## src/rtl/sar_seq_pkg.sv

```systemverilog
package sar_seq_pkg;
  localparam int SEL_W = 3;
  localparam int ACQ_W = 5;

  typedef enum logic [1:0] {
    ST_IDLE = 2'd0,
    ST_ACQ  = 2'd1,
    ST_CONV = 2'd2,
    ST_WAIT = 2'd3
  } sar_state_e;

  // acquisition length in TAD for each select code
  function automatic logic [ACQ_W-1:0] acq_tads(input logic [SEL_W-1:0] sel);
    logic [ACQ_W-1:0] n;
    case (sel)
      3'd0:    n = ACQ_W'(0);
      3'd1:    n = ACQ_W'(2);
      3'd2:    n = ACQ_W'(4);
      3'd3:    n = ACQ_W'(6);
      3'd4:    n = ACQ_W'(8);
      3'd5:    n = ACQ_W'(12);
      3'd6:    n = ACQ_W'(16);
      default: n = ACQ_W'(20);
    endcase
    return n;
  endfunction
endpackage

```

## src/rtl/sar_tad_counter.sv

```systemverilog
module sar_tad_counter #(
  parameter int W = 5
) (
  input  logic         clk,
  input  logic         rst_n,
  input  logic         clr,
  input  logic         run,
  input  logic         tad_en,
  input  logic [W-1:0] limit,
  output logic         hit
);
  logic [W-1:0] cnt_q, cnt_d;

  assign hit = run && tad_en && (cnt_q == limit - 1'b1);

  always_comb begin
    cnt_d = cnt_q;
    if (clr)                cnt_d = '0;
    else if (run && tad_en) cnt_d = cnt_q + 1'b1;
  end

  always_ff @(posedge clk or negedge rst_n) begin
    if (!rst_n) cnt_q <= '0;
    else        cnt_q <= cnt_d;
  end

  // the window counter never runs past the programmed length
  assert_cnt_in_window_R7: assert property (@(posedge clk) disable iff (!rst_n)
    run |-> (cnt_q < limit));
endmodule

```

## src/rtl/sar_bit_engine.sv

```systemverilog
module sar_bit_engine #(
  parameter int BITS = 10
) (
  input  logic            clk,
  input  logic            rst_n,
  input  logic            load,
  input  logic            run,
  input  logic            tad_en,
  input  logic            cmp_below,
  output logic [BITS-1:0] code,
  output logic [BITS-1:0] final_code,
  output logic            done
);
  localparam int STEP_W = $clog2(BITS + 1);

  logic [STEP_W-1:0] step_q, step_d;
  logic [BITS-1:0]   code_q, code_d;
  logic [BITS-1:0]   trial_mask, next_mask, resolved;

  // step k (1..BITS) decides bit BITS-k; step 0 is the initial TAD
  always_comb begin
    for (int i = 0; i < BITS; i++) begin
      trial_mask[i] = (int'(step_q) == BITS - i);
      next_mask[i]  = (int'(step_q) == BITS - 1 - i);
    end
  end

  assign resolved   = cmp_below ? (code_q & ~trial_mask) : code_q;
  assign done       = run && tad_en && (int'(step_q) == BITS);
  assign final_code = resolved;
  assign code       = code_q;

  always_comb begin
    step_d = step_q;
    code_d = code_q;
    if (load) begin
      step_d = '0;
      code_d = {1'b1, {(BITS-1){1'b0}}};
    end else if (run && tad_en && (int'(step_q) != BITS)) begin
      step_d = step_q + 1'b1;
      if (step_q != '0) code_d = resolved | next_mask;
    end else if (done) begin
      code_d = resolved;
    end
  end

  always_ff @(posedge clk or negedge rst_n) begin
    if (!rst_n) begin
      step_q <= '0;
      code_q <= '0;
    end else begin
      step_q <= step_d;
      code_q <= code_d;
    end
  end

  assert_step_bound_R4: assert property (@(posedge clk) disable iff (!rst_n)
    int'(step_q) <= BITS);
  assert_msb_trial_R6: assert property (@(posedge clk) disable iff (!rst_n)
    load |=> (code_q == {1'b1, {(BITS-1){1'b0}}}));
endmodule

```

## src/rtl/sar_status_regs.sv

```systemverilog
module sar_status_regs #(
  parameter int BITS = 10
) (
  input  logic            clk,
  input  logic            rst_n,
  input  logic            hw_done,
  input  logic [BITS-1:0] done_code,
  input  logic            sw_res_wr,
  input  logic [BITS-1:0] sw_res_data,
  input  logic            flag_wr,
  input  logic            flag_wdata,
  input  logic            flag_w1c,
  output logic [BITS-1:0] result,
  output logic            flag
);
  logic [BITS-1:0] res_q, res_d;
  logic            flag_q, flag_d;

  always_comb begin
    res_d = res_q;
    if (hw_done)        res_d = done_code;
    else if (sw_res_wr) res_d = sw_res_data;
  end

  always_comb begin
    flag_d = flag_q;
    if (hw_done)       flag_d = 1'b1;
    else if (flag_wr)  flag_d = flag_wdata;
    else if (flag_w1c) flag_d = 1'b0;
  end

  always_ff @(posedge clk or negedge rst_n) begin
    if (!rst_n) begin
      res_q  <= '0;
      flag_q <= 1'b0;
    end else begin
      res_q  <= res_d;
      flag_q <= flag_d;
    end
  end

  assign result = res_q;
  assign flag   = flag_q;

  assert_set_wins_R12: assert property (@(posedge clk) disable iff (!rst_n)
    hw_done |=> flag_q);
  assert_result_kept_R8: assert property (@(posedge clk) disable iff (!rst_n)
    (!hw_done && !sw_res_wr) |=> $stable(res_q));
endmodule

```

## src/rtl/sar_adc_sequencer.sv

```systemverilog
module sar_adc_sequencer
  import sar_seq_pkg::*;
#(
  parameter int RES_BITS  = 10,
  parameter int WAIT_TADS = 2
) (
  input  logic                clk,
  input  logic                rst_n,
  input  logic                tad_en,
  input  logic                ctl_wr,
  input  logic                ctl_go,
  input  logic [SEL_W-1:0]    ctl_acq_sel,
  input  logic                res_wr,
  input  logic [RES_BITS-1:0] res_wdata,
  input  logic                flag_wr,
  input  logic                flag_wdata,
  input  logic                flag_w1c,
  input  logic                cmp_below,
  output logic                busy,
  output logic [SEL_W-1:0]    acq_sel,
  output logic [RES_BITS-1:0] result,
  output logic                irq_flag,
  output logic                hold_open,
  output logic [RES_BITS-1:0] dac_code
);
  sar_state_e          state_q, state_d;
  logic                go_q, go_d;
  logic [SEL_W-1:0]    sel_q, sel_d;
  logic [ACQ_W-1:0]    acq_len_q, acq_len_d, start_len, cnt_limit;
  logic                start_req, abort_req, cnt_hit, cnt_run, cnt_clr;
  logic                conv_load, conv_run, conv_done;
  logic [RES_BITS-1:0] conv_code;

  assign sel_d     = ctl_wr ? ctl_acq_sel : sel_q;
  assign start_len = acq_tads(sel_d);
  assign start_req = ctl_wr && ctl_go;
  assign abort_req = ctl_wr && !ctl_go;

  always_comb begin
    state_d   = state_q;
    go_d      = go_q;
    acq_len_d = acq_len_q;
    conv_load = 1'b0;
    case (state_q)
      ST_IDLE: begin
        if (start_req) begin
          go_d      = 1'b1;
          acq_len_d = start_len;
          if (start_len == '0) begin
            state_d   = ST_CONV;
            conv_load = 1'b1;
          end else begin
            state_d = ST_ACQ;
          end
        end
      end
      ST_ACQ: begin
        if (abort_req) begin
          go_d    = 1'b0;
          state_d = ST_WAIT;
        end else if (cnt_hit) begin
          state_d   = ST_CONV;
          conv_load = 1'b1;
        end
      end
      ST_CONV: begin
        if (conv_done || abort_req) begin
          go_d    = 1'b0;
          state_d = ST_WAIT;
        end
      end
      default: begin
        if (ctl_wr) go_d = ctl_go;
        if (cnt_hit) begin
          if (go_d) begin
            acq_len_d = start_len;
            if (start_len == '0) begin
              state_d   = ST_CONV;
              conv_load = 1'b1;
            end else begin
              state_d = ST_ACQ;
            end
          end else begin
            state_d = ST_IDLE;
          end
        end
      end
    endcase
  end

  always_ff @(posedge clk or negedge rst_n) begin
    if (!rst_n) begin
      state_q   <= ST_IDLE;
      go_q      <= 1'b0;
      sel_q     <= '0;
      acq_len_q <= '0;
    end else begin
      state_q   <= state_d;
      go_q      <= go_d;
      sel_q     <= sel_d;
      acq_len_q <= acq_len_d;
    end
  end

  assign cnt_run   = (state_q == ST_ACQ) || (state_q == ST_WAIT);
  assign cnt_clr   = (state_d != state_q);
  assign cnt_limit = (state_q == ST_WAIT) ? ACQ_W'(WAIT_TADS) : acq_len_q;
  assign conv_run  = (state_q == ST_CONV);

  sar_tad_counter #(.W(ACQ_W)) u_tad_cnt (
    .clk    (clk),
    .rst_n  (rst_n),
    .clr    (cnt_clr),
    .run    (cnt_run),
    .tad_en (tad_en),
    .limit  (cnt_limit),
    .hit    (cnt_hit)
  );

  sar_bit_engine #(.BITS(RES_BITS)) u_bits (
    .clk        (clk),
    .rst_n      (rst_n),
    .load       (conv_load),
    .run        (conv_run),
    .tad_en     (tad_en),
    .cmp_below  (cmp_below),
    .code       (dac_code),
    .final_code (conv_code),
    .done       (conv_done)
  );

  sar_status_regs #(.BITS(RES_BITS)) u_status (
    .clk         (clk),
    .rst_n       (rst_n),
    .hw_done     (conv_done),
    .done_code   (conv_code),
    .sw_res_wr   (res_wr),
    .sw_res_data (res_wdata),
    .flag_wr     (flag_wr),
    .flag_wdata  (flag_wdata),
    .flag_w1c    (flag_w1c),
    .result      (result),
    .flag        (irq_flag)
  );

  assign busy      = go_q;
  assign acq_sel   = sel_q;
  assign hold_open = conv_run;

  assert_open_only_busy_R3: assert property (@(posedge clk) disable iff (!rst_n)
    hold_open |-> busy);
  assert_done_updates_R5: assert property (@(posedge clk) disable iff (!rst_n)
    conv_done |=> (!busy && irq_flag && !hold_open));
  assert_wait_no_early_exit_R9: assert property (@(posedge clk) disable iff (!rst_n)
    (state_q == ST_WAIT && !tad_en) |=> (state_q == ST_WAIT));
  assert_abort_clears_R8: assert property (@(posedge clk) disable iff (!rst_n)
    (abort_req && busy && !conv_done) |=> (!busy && !hold_open));
endmodule

```

## config.mk

```make
export PLATFORM = sky130hd
export DESIGN_NAME = sar_adc_sequencer
export DESIGN_NICKNAME = d
export VERILOG_FILES = /design/src/rtl/sar_seq_pkg.sv /design/src/rtl/sar_tad_counter.sv /design/src/rtl/sar_bit_engine.sv /design/src/rtl/sar_status_regs.sv /design/src/rtl/sar_adc_sequencer.sv
export SDC_FILE = /design/constraint.sdc
export NUM_CORES = 1
export LEC_CHECK = 0
export ABC_AREA = 1
export BUFFER_PORTS_ARGS = -buffer_cell sky130_fd_sc_hd__buf_2
export CAP_MARGIN = 10
export CELL_PAD_IN_SITES_DETAIL_PLACEMENT = 1
export CELL_PAD_IN_SITES_GLOBAL_PLACEMENT = 1
export CORE_MARGIN = 5
export CORE_UTILIZATION = 43
export DETAILED_ROUTE_END_ITERATION = 6
export GPL_ROUTABILITY_DRIVEN = 0
export PLACE_DENSITY_LB_ADDON = 0.25
export SETUP_SLACK_MARGIN = 0.5
export SLEW_MARGIN = 20
export SYNTH_ARGS = -nofsm -noshare
export SYNTH_HDL_FRONTEND = slang
export SYNTH_SLANG_ARGS = --single-unit
export TNS_END_PERCENT = 5
```

## constraint.sdc

```tcl
create_clock -name clk -period 3 [get_ports clk]
set_input_delay 0 -clock clk [delete_from_list [all_inputs] [get_ports clk]]
set_output_delay 0 -clock clk [all_outputs]
set_load 0.02 [all_outputs]
```

After elaboration in Yosys (flattened, before gate mapping)
Index checks and enable logic that the tools add are counted.
{"block": "word_totals", "regBits": 41, "input_bits": 23, "wordCells": 111, "output_inout_bits": 26}
{"block": "classes", "mux": 42, "add_sub_neg": 3, "n_reduce_logical": 27, "bitwise": 4, "n_eq_ne": 26}
{"cell": "$mux 10", "count": 7}
{"cell": "$pmux 5 s7", "count": 1}
{"cell": "$mux 5", "count": 6}
{"cell": "$eq 4x4->1 const B", "count": 7}
{"cell": "$mux 1", "count": 14}
{"cell": "$mux 2", "count": 7}
{"cell": "$and 10x10->10", "count": 1}
{"cell": "$not 10->10", "count": 1}
{"cell": "$or 10x10->10", "count": 1}
{"cell": "$pmux 5 s2", "count": 1}
{"cell": "$reduce_bool 2->1", "count": 5}
{"cell": "$eq 3x3->1 const B", "count": 3}
{"cell": "$eq 4x3->1 const B", "count": 2}
{"cell": "$mux 4", "count": 2}
{"cell": "$logic_and 1x1->1", "count": 7}
{"cell": "$eq 3x2->1 const B", "count": 2}
{"cell": "$ne 2x2->1 const B", "count": 3}
{"cell": "$pmux 1 s3", "count": 2}
{"cell": "$pmux 2 s3", "count": 1}
{"cell": "$reduce_bool 3->1", "count": 2}
{"cell": "$add 5x1->5 const B", "count": 1}
{"cell": "$eq 5x5->1", "count": 1}
{"cell": "$logic_not 5->1", "count": 1}
{"cell": "$sub 5x1->5 const B", "count": 1}
{"cell": "21 further kinds", "count": 23}

Longest topological paths before layout
{"block": "logic_depth", "word_depth": 10, "ltp_mapped": 18, "depth_no_buf": 17}

By module
Synthesis repeated with hierarchy kept, for this count alone.
{"block": "hier_totals", "hier_cells": 413, "hier_area_um2": 2808.9}
{"module": "sar_bit_engine", "seq_area_each_um2": 350.3, "area_per_inst_um2": 1029.7, "cells_each": 157, "n_inst": 1}
{"module": "sar_adc_sequencer", "seq_area_each_um2": 250.2, "area_per_inst_um2": 839.6, "cells_each": 121, "n_inst": 1}
{"module": "sar_status_regs", "seq_area_each_um2": 275.3, "area_per_inst_um2": 500.5, "cells_each": 59, "n_inst": 1}
{"module": "sar_tad_counter", "seq_area_each_um2": 125.1, "area_per_inst_um2": 439.2, "cells_each": 76, "n_inst": 1}

Least setup slack after synthesis
Ideal clock, no wire load.
{"block": "synth_path", "path_type": "flip-flop to flip-flop", "startpoint": "register state_q[0]", "endpoint": "register u_bits.code_q[7], in the netlist u_bits.code[7]", "n_path_buf": 2, "stages_incl_launch_ff": 14, "required_time_ps": 2873, "setup_time_ps": 127, "synth_period_minus_slack_ps": 1973, "path_slack_ps": 1027, "t_arrival_ps": 1846, "path_cell_list": "dfrtp_1 > ha_1 > buf_6 > nor2_4 > nor2_1 > nor2_2 > nand2_2 > nor2_4 > nand3_4 > o31ai_1 > nand2_1 > inv_2 > buf_4 > a21oi_1"}
{"block": "synth_between", "elab_chain_cells": 10, "word_cells_on_any_way": 22, "classes_between": "1 x add/sub; 5 x eq/ne; 7 x mux; 9 x reduce/logical"}
{"item": "start, declared", "line": "sar_adc_sequencer.sv:26", "source": "sar_state_e state_q, state_d;"}
{"item": "start signal, assigned", "line": "sar_adc_sequencer.sv:98", "source": "state_q <= state_d;"}
{"item": "$eq 2x2->1", "line": "sar_adc_sequencer.sv:105, sar_adc_sequencer.sv:107"}
{"item": "$mux 5", "line": "sar_adc_sequencer.sv:107", "source": "assign cnt_limit = (state_q == ST_WAIT) ? ACQ_W'(WAIT_TADS) : acq_len_q;"}
{"item": "$sub 5x1->5", "line": "sar_tad_counter.sv:14", "source": "assign hit = run && tad_en && (cnt_q == limit - 1'b1);"}
{"item": "$eq 5x5->1", "line": "sar_tad_counter.sv:14"}
{"item": "$logic_and 1x1->1", "line": "sar_tad_counter.sv:14"}
{"item": "$mux 1", "line": "sar_adc_sequencer.sv:61", "source": "end else if (cnt_hit) begin"}
{"item": "$mux 1", "line": "sar_adc_sequencer.sv:58", "source": "if (abort_req) begin"}
{"item": "$pmux 1 s3", "line": "sar_adc_sequencer.sv:44", "source": "case (state_q)"}
{"item": "$ne 3x3->1 (no line) or $reduce_bool 3->1 (tied branches)"}
{"item": "$reduce_and 2->1 (no line)"}
{"item": "end signal, assigned", "line": "sar_bit_engine.sv:53", "source": "code_q <= code_d;"}
{"item": "end, declared", "line": "sar_bit_engine.sv:17", "source": "logic [BITS-1:0] code_q, code_d;"}
Several ways; a longest one is shown, not always the timed one.
A chain may end at the register's enable or synchronous reset.

Worst setup path in the final report
{"block": "layout_path", "startpoint": "register state_q[0]", "endpoint": "register u_tad_cnt.cnt_q[2]"}
{"block": "layout_between", "elab_chain_cells": 10, "word_cells_on_any_way": 22, "classes_between": "1 x add/sub; 5 x eq/ne; 8 x mux; 8 x reduce/logical"}
{"item": "$eq 2x2->1", "line": "sar_adc_sequencer.sv:105, sar_adc_sequencer.sv:107"}
{"item": "$mux 5", "line": "sar_adc_sequencer.sv:107"}
{"item": "$sub 5x1->5", "line": "sar_tad_counter.sv:14"}
{"item": "$eq 5x5->1", "line": "sar_tad_counter.sv:14"}
{"item": "$logic_and 1x1->1", "line": "sar_tad_counter.sv:14"}
{"item": "$mux 2", "line": "sar_adc_sequencer.sv:61"}
{"item": "$mux 2", "line": "sar_adc_sequencer.sv:58"}
{"item": "$pmux 2 s3", "line": "sar_adc_sequencer.sv:44"}
{"item": "$ne 2x2->1", "line": "sar_adc_sequencer.sv:106", "source": "assign cnt_clr = (state_d != state_q);"}
{"item": "$mux 5 or $reduce_bool 2->1 (tied branches)"}
{"item": "end signal, assigned", "line": "sar_tad_counter.sv:24", "source": "else cnt_q <= cnt_d;"}
{"item": "end, declared", "line": "sar_tad_counter.sv:12", "source": "logic [W-1:0] cnt_q, cnt_d;"}
Several ways; a longest one is shown, not always the timed one.

==> run summary <==
Routed WL -> 7048 um
layout cells sized above 1 -> 0.2237
Setup TNS -> 0 ns
Synth Area in Compound Gates -> 0.1113
worst vdd ir -> 0.3196 mV
number of global-route vias before repair -> 2,465
outcome -> completed
Final period util -> 0.7821
Yosys reg bits -> 40
fraction of synthesized area in multiplexers -> 0
Synthesized Nets -> 348
RSZ-0062 raised after global routing -> no
Area Overhead vs Synth -> 23.11%
Hold Startpoint -> res_wdata[2]
critical path required time -> 3.22 ns
DR vias/cell -> 5.122
Synth Area in Simple Gates -> 0.3241
Die Area -> 7159 sq um
DP HPWL -> 5106 um
leakage -> 1.464 nW
DRT Pass-1 Iters -> 4
vias -> 2,315
gr usage total -> 0.2042
crit start category -> register
CTS buffer count -> 5
Core Util, Final -> 0.5384
Arrival @ worst endpoint -> 2.57 ns
antenna viol nets, final -> 0
crit path from -> state_q[0]
Initial Util -> 0.4374
commonest non-fill, non-tap cell in the layout -> nand2_1
CTS Sinks -> 40
commonest non-fill, non-tap cells in the layout -> nand2_1 (73), buf_2 (48), nor2_1 (45)
Setup CP Type -> reg2reg
number of diodes -> 0
post-synthesis cell area -> 2394 sq um
Max Cap Viol -> 0
pwr dens -> 739.2 nW/um^2
post-synthesis sequential area ratio -> 0.4182
fin worst setup slack -> 0.6536 ns
DR DRC count -> 0
Layout Nets -> 411
Worst Clk Skew -> 0.01137 ns
CTS tree -> built
final setup vio count -> 0
syn avg cell area -> 7.575 sq um
io pins -> 49
Die X-Extent -> 84.61 um
post-synth cell types -> 35
Setup crit end kind -> register
H-tree depth -> 2
Post-Synth XOR/XNOR Area -> 0.02196
Syn Inst Count -> 316
post-route insts no fill -> 452
1st-iter DRT viols -> 77
Worst slew margin -> 0.3670
buffers added on ports -> 48
placed insts -> 432
antenna violations before repair -> 0
core area -> 5473 sq um
CTS Root Cell -> clkbuf_8
Hold Path Class -> in2reg
Avg WL per Cell -> 15.59 um
met3 usage -> 0.02944
largest family of logic cells by synthesized area -> simple AND/OR/NAND/NOR gates
largest net degree at the start of global routing -> 41
worst skew pair latency -> 0.30 ns
pre-CTS setup slack -> 0.6330 ns
Achievable Freq -> 426.2 MHz
fill count -> 725
num rows -> 27
first-pass GRT wire length -> 11,940 um
gr ovfl total -> 0
Max FO, Critical Path -> 14
yosys warns -> 0
Synth Area in Adders -> 0.04705
design area -> 2947 sq um
final hold vios -> 0
routing usage on met2 -> 0.3338
Max Slew Vio Count -> 0
Die Y -> 84.61 um
placed inst area -> 2700 sq um
clk slew on worst S/H paths -> 0.08 ns
Worst Tran Pin Value -> 0.9494 ns
Clock Path Buffers -> 2
Period minus WS final -> 2.346 ns
Worst R2R Start -> state_q[0]
gr busiest metal -> met2
met1 Use GR -> 0.2847
## worst max-delay path, stage by stage, from the launching register on
cell and delay (ns):
dfrtp_1 0.50, inv_1 0.15, ha_1 0.30, nand2_1 0.21, nor2_4 0.06, inv_2 0.22
nand2_1 0.09, a21oi_1 0.18, nand2_1 0.11, nand2_1 0.11, nand2_1 0.08, nand2_1 0.08
nand2_2 0.09, nor2_1 0.09
## cells in the mapped netlist (all sizes together)
master  number  share of area
nand2       79           0.13
nor2        53          0.098
dfrtp       40           0.42
inv         40          0.063
nand3       32          0.074
o21ai       13          0.030
a21oi       11          0.025
ha           9          0.047
nor3         6          0.013
a22oi        5          0.016
o31ai        5          0.016
xor2         5          0.018
buf          3         0.0099
o211ai       3         0.0094
a31oi        2         0.0052
clkbuf       2         0.0031
a211oi       1         0.0031
a221o        1         0.0042
clkinv       1         0.0016
nand3b       1         0.0031
nand4        1         0.0026
o21a         1         0.0031
or2          1         0.0037
xnor2        1         0.0037
## power by group
part	total, W	switching (W)	internal (W)
combinational	0.000996	0.000674	0.000322
clock	0.000450	0.000204	0.000246
sequential	0.000732	0.000102	0.000630
total	0.00218	0.000980	0.00120
## stage by stage
stage	power (W)	hold WS, ns
after global routing	0.002354	0.01430
after floorplan	0.001441	-0.2956
after detailed placement	0.001678	0.1920
final	0.002178	0.01732
after global placement	0.001651	0.1877
after CTS	0.002167	0.009172
## kinds of logic (layout without fill, tap and decap cells)
kind of cell	after synthesis	after routing
compound gates	42	42
buf+inv	46	110
simple gates	173	173
fa+ha+maj	9	9
xor+xnor	6	6
flops	40	40
## sequential cells by signal, summed over array words and instances, names as in the netlist
signal / count
u_status.result: 10
u_status.flag: 1
busy: 1
acq_len_q: 4
acq_sel: 3
u_bits.code: 10
u_tad_cnt.cnt_q: 5
u_bits.step_q: 4
state_q: 2
## routing by layer
layer,share of wire,up-vias
li1,-,1143
met1,0.47,1115
met2,0.48,48
met3,0.036,9
met4,0.011,0
met5,0,-
## area by class of cell
| class | instances | area [sq um] | area share |
|---|---|---|---|
| flip-flops and latches | 40 | 1001 | 0.3397 |
| clock buffers | 5 | 68.82 | 0.02335 |
| well taps | 72 | 90.09 | 0.03057 |
| clock inverters | 3 | 42.54 | 0.01444 |
| repair buffers | 61 | 367.9 | 0.1248 |
| inverters | 41 | 153.9 | 0.05223 |
| multi-input cells | 230 | 1222 | 0.4149 |
## path summary, 6_finish.rpt
check / slack, ns / endpoint / depth (start not counted)
min: 0.02 / u_status.result[2] / 3
min in group asynchronous: 0.38 / u_status.result[6] / 2
max: 0.65 / u_tad_cnt.cnt_q[2] / 13
min reg2reg: 0.49 / u_status.result[0] / 2
max in group asynchronous: 2.01 / acq_len_q[2] / 2
max reg2reg: 0.65 / u_tad_cnt.cnt_q[2] / 13
## timing repair
action | CTS | global route
endpoints found under the setup margin | 0 | 22
resized for setup | 0 | 4
buffers inserted | 0 | 0
hold buffers | 12 | 0
hold endpoints to repair | 50 | 0
No activity file was read; power rests on OpenSTA's default activity.
